$ cat config.mk
export PLATFORM = sky130hd
export DESIGN_NAME = dram_delay_seq
export DESIGN_NICKNAME = d
export VERILOG_FILES = /design/src/rtl/dds_pkg.sv /design/src/rtl/dds_fsm.sv /design/src/rtl/dds_addr.sv /design/src/rtl/dds_refresh.sv /design/src/rtl/dram_delay_seq.sv
export SDC_FILE = /design/constraint.sdc
export NUM_CORES = 1
export LEC_CHECK = 0
export ABC_AREA = 0
export BUFFER_PORTS_ARGS = -buffer_cell sky130_fd_sc_hd__buf_4
export CAP_MARGIN = 0
export CORE_ASPECT_RATIO = 0.6
export CORE_MARGIN = 1.5
export CORE_UTILIZATION = 42
export CTS_CLUSTER_SIZE = 24
export DETAILED_ROUTE_END_ITERATION = 6
export PLACE_DENSITY = 0.64
export SLEW_MARGIN = 10
export SYNTH_ARGS = -nofsm -noshare
export SYNTH_HDL_FRONTEND = slang
export SYNTH_HIERARCHICAL = 1
export SYNTH_SLANG_ARGS = --single-unit
$ cat constraint.sdc
create_clock -name clk -period 2.7 [get_ports clk]
set_clock_uncertainty 0.2 [all_clocks]
set_input_delay 0.405 -clock clk [delete_from_list [all_inputs] [get_ports clk]]
set_output_delay 0.405 -clock clk [all_outputs]
set_load 0.01 [all_outputs]
$ cat src/rtl/dds_pkg.sv
package dds_pkg;

    typedef enum logic [2:0] {
        S_IDLE,
        S_RD_ROW,
        S_RD_COL,
        S_RD_CAP,
        S_PRE,
        S_WR_ROW,
        S_WR_COL,
        S_WR_END
    } seq_state_t;

endpackage

$ cat src/rtl/dds_fsm.sv
module dds_fsm
    import dds_pkg::*;
(
    input  logic clk,
    input  logic rst_n,
    input  logic tick,
    output logic start,
    output logic cap,
    output logic adv,
    output logic sel_col,
    output logic ras_n,
    output logic cas_n,
    output logic we_n
);

    seq_state_t state, state_nx;

    always_comb begin
        state_nx = state;
        unique case (state)
            S_IDLE:   if (tick) state_nx = S_RD_ROW;
            S_RD_ROW: state_nx = S_RD_COL;
            S_RD_COL: state_nx = S_RD_CAP;
            S_RD_CAP: state_nx = S_PRE;
            S_PRE:    state_nx = S_WR_ROW;
            S_WR_ROW: state_nx = S_WR_COL;
            S_WR_COL: state_nx = S_WR_END;
            S_WR_END: state_nx = S_IDLE;
        endcase
    end

    always_ff @(posedge clk) begin
        if (!rst_n) state <= S_IDLE;
        else        state <= state_nx;
    end

    always_comb begin
        start   = 1'b0;
        cap     = 1'b0;
        adv     = 1'b0;
        sel_col = 1'b0;
        ras_n   = 1'b1;
        cas_n   = 1'b1;
        we_n    = 1'b1;
        unique case (state)
            S_IDLE:   start = tick;
            S_RD_ROW: ras_n = 1'b0;
            S_RD_COL: begin ras_n = 1'b0; cas_n = 1'b0; sel_col = 1'b1; end
            S_RD_CAP: begin ras_n = 1'b0; cas_n = 1'b0; sel_col = 1'b1; cap = 1'b1; end
            S_PRE:    ;
            S_WR_ROW: begin ras_n = 1'b0; we_n = 1'b0; end
            S_WR_COL: begin ras_n = 1'b0; cas_n = 1'b0; we_n = 1'b0; sel_col = 1'b1; end
            S_WR_END: adv = 1'b1;
        endcase
    end

    AST_CAS_UNDER_RAS: assert property (@(posedge clk) disable iff (!rst_n)
        !cas_n |-> !ras_n);
    AST_WE_BEFORE_CAS: assert property (@(posedge clk) disable iff (!rst_n)
        $fell(cas_n) && !we_n |-> $past(!we_n));

endmodule

$ cat src/rtl/dds_addr.sv
module dds_addr #(
    parameter int ADDR_W = 16
) (
    input  logic              clk,
    input  logic              rst_n,
    input  logic              adv,
    input  logic [ADDR_W-1:0] last_addr,
    output logic [ADDR_W-1:0] addr
);

    logic [ADDR_W-1:0] lim;
    logic              wrap;

    assign wrap = (addr >= lim) || (addr >= last_addr);

    always_ff @(posedge clk) begin
        if (!rst_n) begin
            addr <= '0;
            lim  <= '1;
        end else if (adv) begin
            if (wrap) begin
                addr <= '0;
                lim  <= last_addr;
            end else begin
                addr <= addr + 1'b1;
            end
        end
    end

    AST_ADDR_IN_LIMIT: assert property (@(posedge clk) disable iff (!rst_n)
        addr <= lim);
    AST_ADDR_STEP: assert property (@(posedge clk) disable iff (!rst_n)
        adv |=> (addr == $past(addr) + 1'b1) || (addr == '0));
    AST_ADDR_HOLD: assert property (@(posedge clk) disable iff (!rst_n)
        !adv |=> $stable(addr));

endmodule

$ cat src/rtl/dds_refresh.sv
module dds_refresh #(
    parameter int GAP_LIMIT = 64
) (
    input  logic clk,
    input  logic rst_n,
    input  logic tick,
    output logic err
);

    localparam int CNT_W = $clog2(GAP_LIMIT + 1);
    localparam logic [CNT_W-1:0] LIMIT = CNT_W'(GAP_LIMIT);

    logic [CNT_W-1:0] gap;

    always_ff @(posedge clk) begin
        if (!rst_n) begin
            gap <= '0;
            err <= 1'b0;
        end else begin
            if (tick)              gap <= '0;
            else if (gap != LIMIT) gap <= gap + 1'b1;
            if (gap == LIMIT)      err <= 1'b1;
        end
    end

    AST_ERR_STICKY: assert property (@(posedge clk) disable iff (!rst_n)
        err |=> err);

endmodule

$ cat src/rtl/dram_delay_seq.sv
module dram_delay_seq #(
    parameter int HALF_W      = 8,
    parameter int REFRESH_CYC = 65536
) (
    input  logic                clk,
    input  logic                rst_n,
    input  logic                tick,
    input  logic                sample_bit,
    input  logic [2*HALF_W-1:0] last_addr,
    output logic                dly_bit,
    output logic [HALF_W-1:0]   ram_addr,
    output logic                ram_ras_n,
    output logic                ram_cas_n,
    output logic                ram_we_n,
    output logic                ram_d,
    input  logic                ram_q,
    output logic                refresh_err
);

    localparam int ADDR_W    = 2 * HALF_W;
    localparam int ROWS      = 1 << HALF_W;
    localparam int GAP_LIMIT = REFRESH_CYC / (2 * ROWS);

    logic              start, cap, adv, sel_col;
    logic [ADDR_W-1:0] addr;
    logic              sample_q;

    dds_fsm u_fsm (
        .clk     (clk),
        .rst_n   (rst_n),
        .tick    (tick),
        .start   (start),
        .cap     (cap),
        .adv     (adv),
        .sel_col (sel_col),
        .ras_n   (ram_ras_n),
        .cas_n   (ram_cas_n),
        .we_n    (ram_we_n)
    );

    dds_addr #(.ADDR_W(ADDR_W)) u_addr (
        .clk       (clk),
        .rst_n     (rst_n),
        .adv       (adv),
        .last_addr (last_addr),
        .addr      (addr)
    );

    dds_refresh #(.GAP_LIMIT(GAP_LIMIT)) u_refresh (
        .clk   (clk),
        .rst_n (rst_n),
        .tick  (tick),
        .err   (refresh_err)
    );

    assign ram_addr = sel_col ? addr[ADDR_W-1:HALF_W] : addr[HALF_W-1:0];
    assign ram_d    = sample_q;

    always_ff @(posedge clk) begin
        if (!rst_n) begin
            sample_q <= 1'b0;
            dly_bit  <= 1'b0;
        end else begin
            if (start) sample_q <= sample_bit;
            if (cap)   dly_bit  <= ram_q;
        end
    end

    AST_OUT_HOLD: assert property (@(posedge clk) disable iff (!rst_n)
        !cap |=> $stable(dly_bit));
    AST_IDLE_QUIET: assert property (@(posedge clk) disable iff (!rst_n)
        start |-> ram_ras_n && ram_cas_n && ram_we_n);

endmodule

==> summary.txt <==
Outcome
  • Outcome: complete, no violations

Critical path
  • Capturing element type of the critical path: output pin
  • Arrival time at the worst endpoint: 1.97 ns
  • Nature of the critical path startpoint: register
  • Data required time of the worst path: 2.10 ns
  • Worst-path maximum fanout: 10
  • Reg-to-reg setup timing slack: 0.19 ns
  • Type of the setup path with the least slack: reg2out

Routing
  • Via/cell ratio: 5.40
  • Initial drt markers: 140
  • DRC viols: 0
  • Final wirelength: 7300 µm
  • Number of antenna-violating nets in the routed design: 0
  • Detailed-router iteration count before antenna repair: 4
  • DR vias: 2547
  • Routed WL per cell: 15.5 µm

Synth
  • Flip-flop and latch count after synthesis: 46
  • Cell area after synthesis: 3110 µm²
  • Cell type with the largest total area after synthesis: sky130_fd_sc_hd__dfxtp_1
  • Number of distinct library cells after synthesis: 48
  • Post-synth EDFFs: 0
  • Synthesized netlist net count: 406
  • YS warnings: 6
  • Cell types with the largest area share after synthesis: sky130_fd_sc_hd__dfxtp_1 30%, sky130_fd_sc_hd__ha_1 16%, sky130_fd_sc_hd__o211ai_1 5.5%
  • Sequential-to-total area share from yosys stat: 29.6%
  • Syn Inst Count: 346
  • Share of flip-flops with an asynchronous set or reset after synthesis: 0%
  • Portion of synthesized cell area occupied by the leading cell type: 29.6%
  • Dominant synthesized flop cell: sky130_fd_sc_hd__dfxtp_1
  • Avg Inst Size Synth: 8.99 µm²

Layout
  • Layout Area Growth over Synthesis: 16.4%
  • FILL cells: 692
  • Layout cell share with drive strength beyond 1: 20.5%
  • Diode count: 0
  • Number of nets in the layout: 440
  • Finished Cell Area: 3620 µm²

Die
  • Cell Rows: 24
  • Starting density of the core: 43.2%
  • Floorplan die width: 114 µm
  • Number of I/O pins: 35
  • Core area: 7210 µm²
  • Area of the die: 7950 µm²
  • Height of the die: 69.7 µm

Clock tree
  • Number of buffers added for setup after CTS: 0
  • Cts-stage hold buffer count: 0
  • Maximum buffer depth of the clock tree: 2
  • Clock Latency Late Sink: 0.29 ns
  • Number of buffers created by CTS: 5
  • Clock-pin slew reported for the worst setup and hold paths after clock tree synthesis: 0.07 ns
  • Library cell used as clock root buffer: sky130_fd_sc_hd__clkbuf_16
  • Number of sinks driven by the clock tree: 46
  • TritonCTS clock tree: done
  • Number of gates resized after cts: 0
  • H-tree depth: 2

Pwr
  • Worst supply voltage drop on vdd: 267 µV
  • Reported leakage power: 0.00165 µW
  • Sum of internal, switching and leakage power: 1800 µW
  • Pwr/cell area: 498 nW/µm²

STA
  • Unrepaired setup endpoints after global routing: no
  • Headroom to the max-slew limit: 70.6%
  • Final Hold Vio Count: 0
  • Sum Neg Setup Slack: 0 ns
  • Actual slew at the worst max-slew pin: 0.442 ns
  • Final-report max-slew violation count: 0
  • Ratio of final minimum period to clock period: 95.5%
  • Setup Viol. Count Final: 0
  • Maximum achievable frequency: 388 MHz
  • Min Clock Period, post-route: 2.58 ns

Placed design
  • Count of input and output buffers: 34
  • Placed cell areas: 3450 µm²
  • Hpwl dp: 5460 µm
  • Global placement routability congestion: 0.828

Global routing
  • Antenna violations before repair: 0
  • Global routing usage summed across all routing layers: 19.2%
  • Pin count of the biggest net entering global routing: 40
  • Global route overflow: 0
  • Wire length of the first global-routing pass: 12100 µm
  • Vias in the first global route: 2404

Run
  • Count of max-cap constraint violations: 0

Worst hold path
  • Type of the tightest min-delay check: in2reg
power by group:
part | internal (µW) | switching [µW]
logic | 164 | 200
registers | 703 | 25.5
clock network | 439 | 274
layer usage:
| metal | up-vias | part of all wire, % | wire, µm | track usage (%) |
|---|---|---|---|---|
| li1 | 1299 | - | - | - |
| met1 | 1197 | 55 | 3980 | 30.1 |
| met2 | 46 | 40 | 2910 | 27.1 |
| met3 | 5 | 5.0 | 368 | 3.58 |
| met4 | 0 | 0.55 | 40 | 3.33 |
| met5 | - | 0 | 0 | 0 |
layout by cell type, fill, tap and decap left out, types with 14 or more instances in the layout:
master,synthesis,layout
sky130_fd_sc_hd__o211ai_1,23,23
sky130_fd_sc_hd__inv_1,42,42
sky130_fd_sc_hd__dfxtp_1,46,46
sky130_fd_sc_hd__nand2_1,19,19
sky130_fd_sc_hd__nor2_1,17,17
sky130_fd_sc_hd__ha_1,39,39
sky130_fd_sc_hd__nor3b_1,14,14
sky130_fd_sc_hd__buf_4,2,44
sky130_fd_sc_hd__a21oi_1,14,14
through the flow:
step / setup slack, ns / instances / hold WS (ns) / util, %
after floorplan: 0.374 / 346 / 0.262 / -
after global placement: 0.196 / 464 / 0.249 / 47.9
after detailed placement: 0.168 / 464 / 0.257 / 47.9
after CTS: 0.114 / 472 / 0.179 / 50.3
after global routing: 0.00700 / 472 / 0.211 / 50.3
final: 0.122 / 472 / 0.180 / 50.3
cells by family after synthesis:
family / after synthesis / synth area share, %
buf+inv: 60 / 8.97
xor+xnor: 16 / 4.50
fa+ha+maj: 39 / 15.7
flops: 46 / 29.6
mux: 11 / 4.83
simple gates: 100 / 17.9
compound gates: 74 / 18.5
Yosys cell counts (2+ instances only):
| cell type | instances |
|---|---|
| sky130_fd_sc_hd__dfxtp_1 | 46 |
| sky130_fd_sc_hd__inv_1 | 42 |
| sky130_fd_sc_hd__ha_1 | 39 |
| sky130_fd_sc_hd__o211ai_1 | 23 |
| sky130_fd_sc_hd__nand2_1 | 19 |
| sky130_fd_sc_hd__nor2_1 | 17 |
| sky130_fd_sc_hd__a21oi_1 | 14 |
| sky130_fd_sc_hd__nor3b_1 | 14 |
| sky130_fd_sc_hd__nand3_1 | 10 |
| sky130_fd_sc_hd__o211ai_2 | 10 |
| sky130_fd_sc_hd__xor2_1 | 10 |
| sky130_fd_sc_hd__mux2_4 | 8 |
| sky130_fd_sc_hd__o21ai_0 | 8 |
| sky130_fd_sc_hd__nand4_1 | 7 |
| sky130_fd_sc_hd__nor3_1 | 7 |
| sky130_fd_sc_hd__a211oi_1 | 6 |
| sky130_fd_sc_hd__xnor2_1 | 6 |
| sky130_fd_sc_hd__clkbuf_1 | 5 |
| sky130_fd_sc_hd__buf_2 | 4 |
| sky130_fd_sc_hd__buf_6 | 4 |
| sky130_fd_sc_hd__nand2b_1 | 4 |
| sky130_fd_sc_hd__o21a_1 | 4 |
| sky130_fd_sc_hd__and3_1 | 3 |
| sky130_fd_sc_hd__mux2i_1 | 3 |
| sky130_fd_sc_hd__nor4_1 | 3 |
| sky130_fd_sc_hd__or3_1 | 3 |
| sky130_fd_sc_hd__and2_1 | 2 |
| sky130_fd_sc_hd__buf_1 | 2 |
| sky130_fd_sc_hd__buf_4 | 2 |
| sky130_fd_sc_hd__nor2b_1 | 2 |
| sky130_fd_sc_hd__nor4b_1 | 2 |
final timing paths:
kind / from / end / depth (start not counted)
setup / recovery: u_fsm/state[0] / ram_addr[2] / 5
hold / removal: sample_bit / ram_d / 3
setup reg to reg: u_addr/addr[14] / u_addr/lim[2] / 8
hold reg to reg: u_refresh/err / u_refresh/err / 1
registers in the layout (all words and copies together), names as in the netlist:
name,cells
dly_bit,1
ram_d,1
u_addr/addr,16
u_addr/lim,16
u_fsm/state,3
u_refresh/err,1
u_refresh/gap,8
area by class of cell:
type	instances	area, µm²	share of cell area (%)
repair buffers	45	350	9.67
clock buffers	5	125	3.45
well taps	91	114	3.14
flip-flops and latches	46	921	25.4
inverters	42	158	4.35
clock inverters	3	43.8	1.21
multi-input cells	240	1910	52.8
worst max-delay path, stage by stage (launching register included):
cell	delay, ns
sky130_fd_sc_hd__dfxtp_1	0.34
sky130_fd_sc_hd__ha_1	0.25
sky130_fd_sc_hd__nor2b_2	0.17
sky130_fd_sc_hd__or2_2	0.43
sky130_fd_sc_hd__mux2_4	0.35
sky130_fd_sc_hd__buf_4	0.14
(Power assumes the default switching activity.)
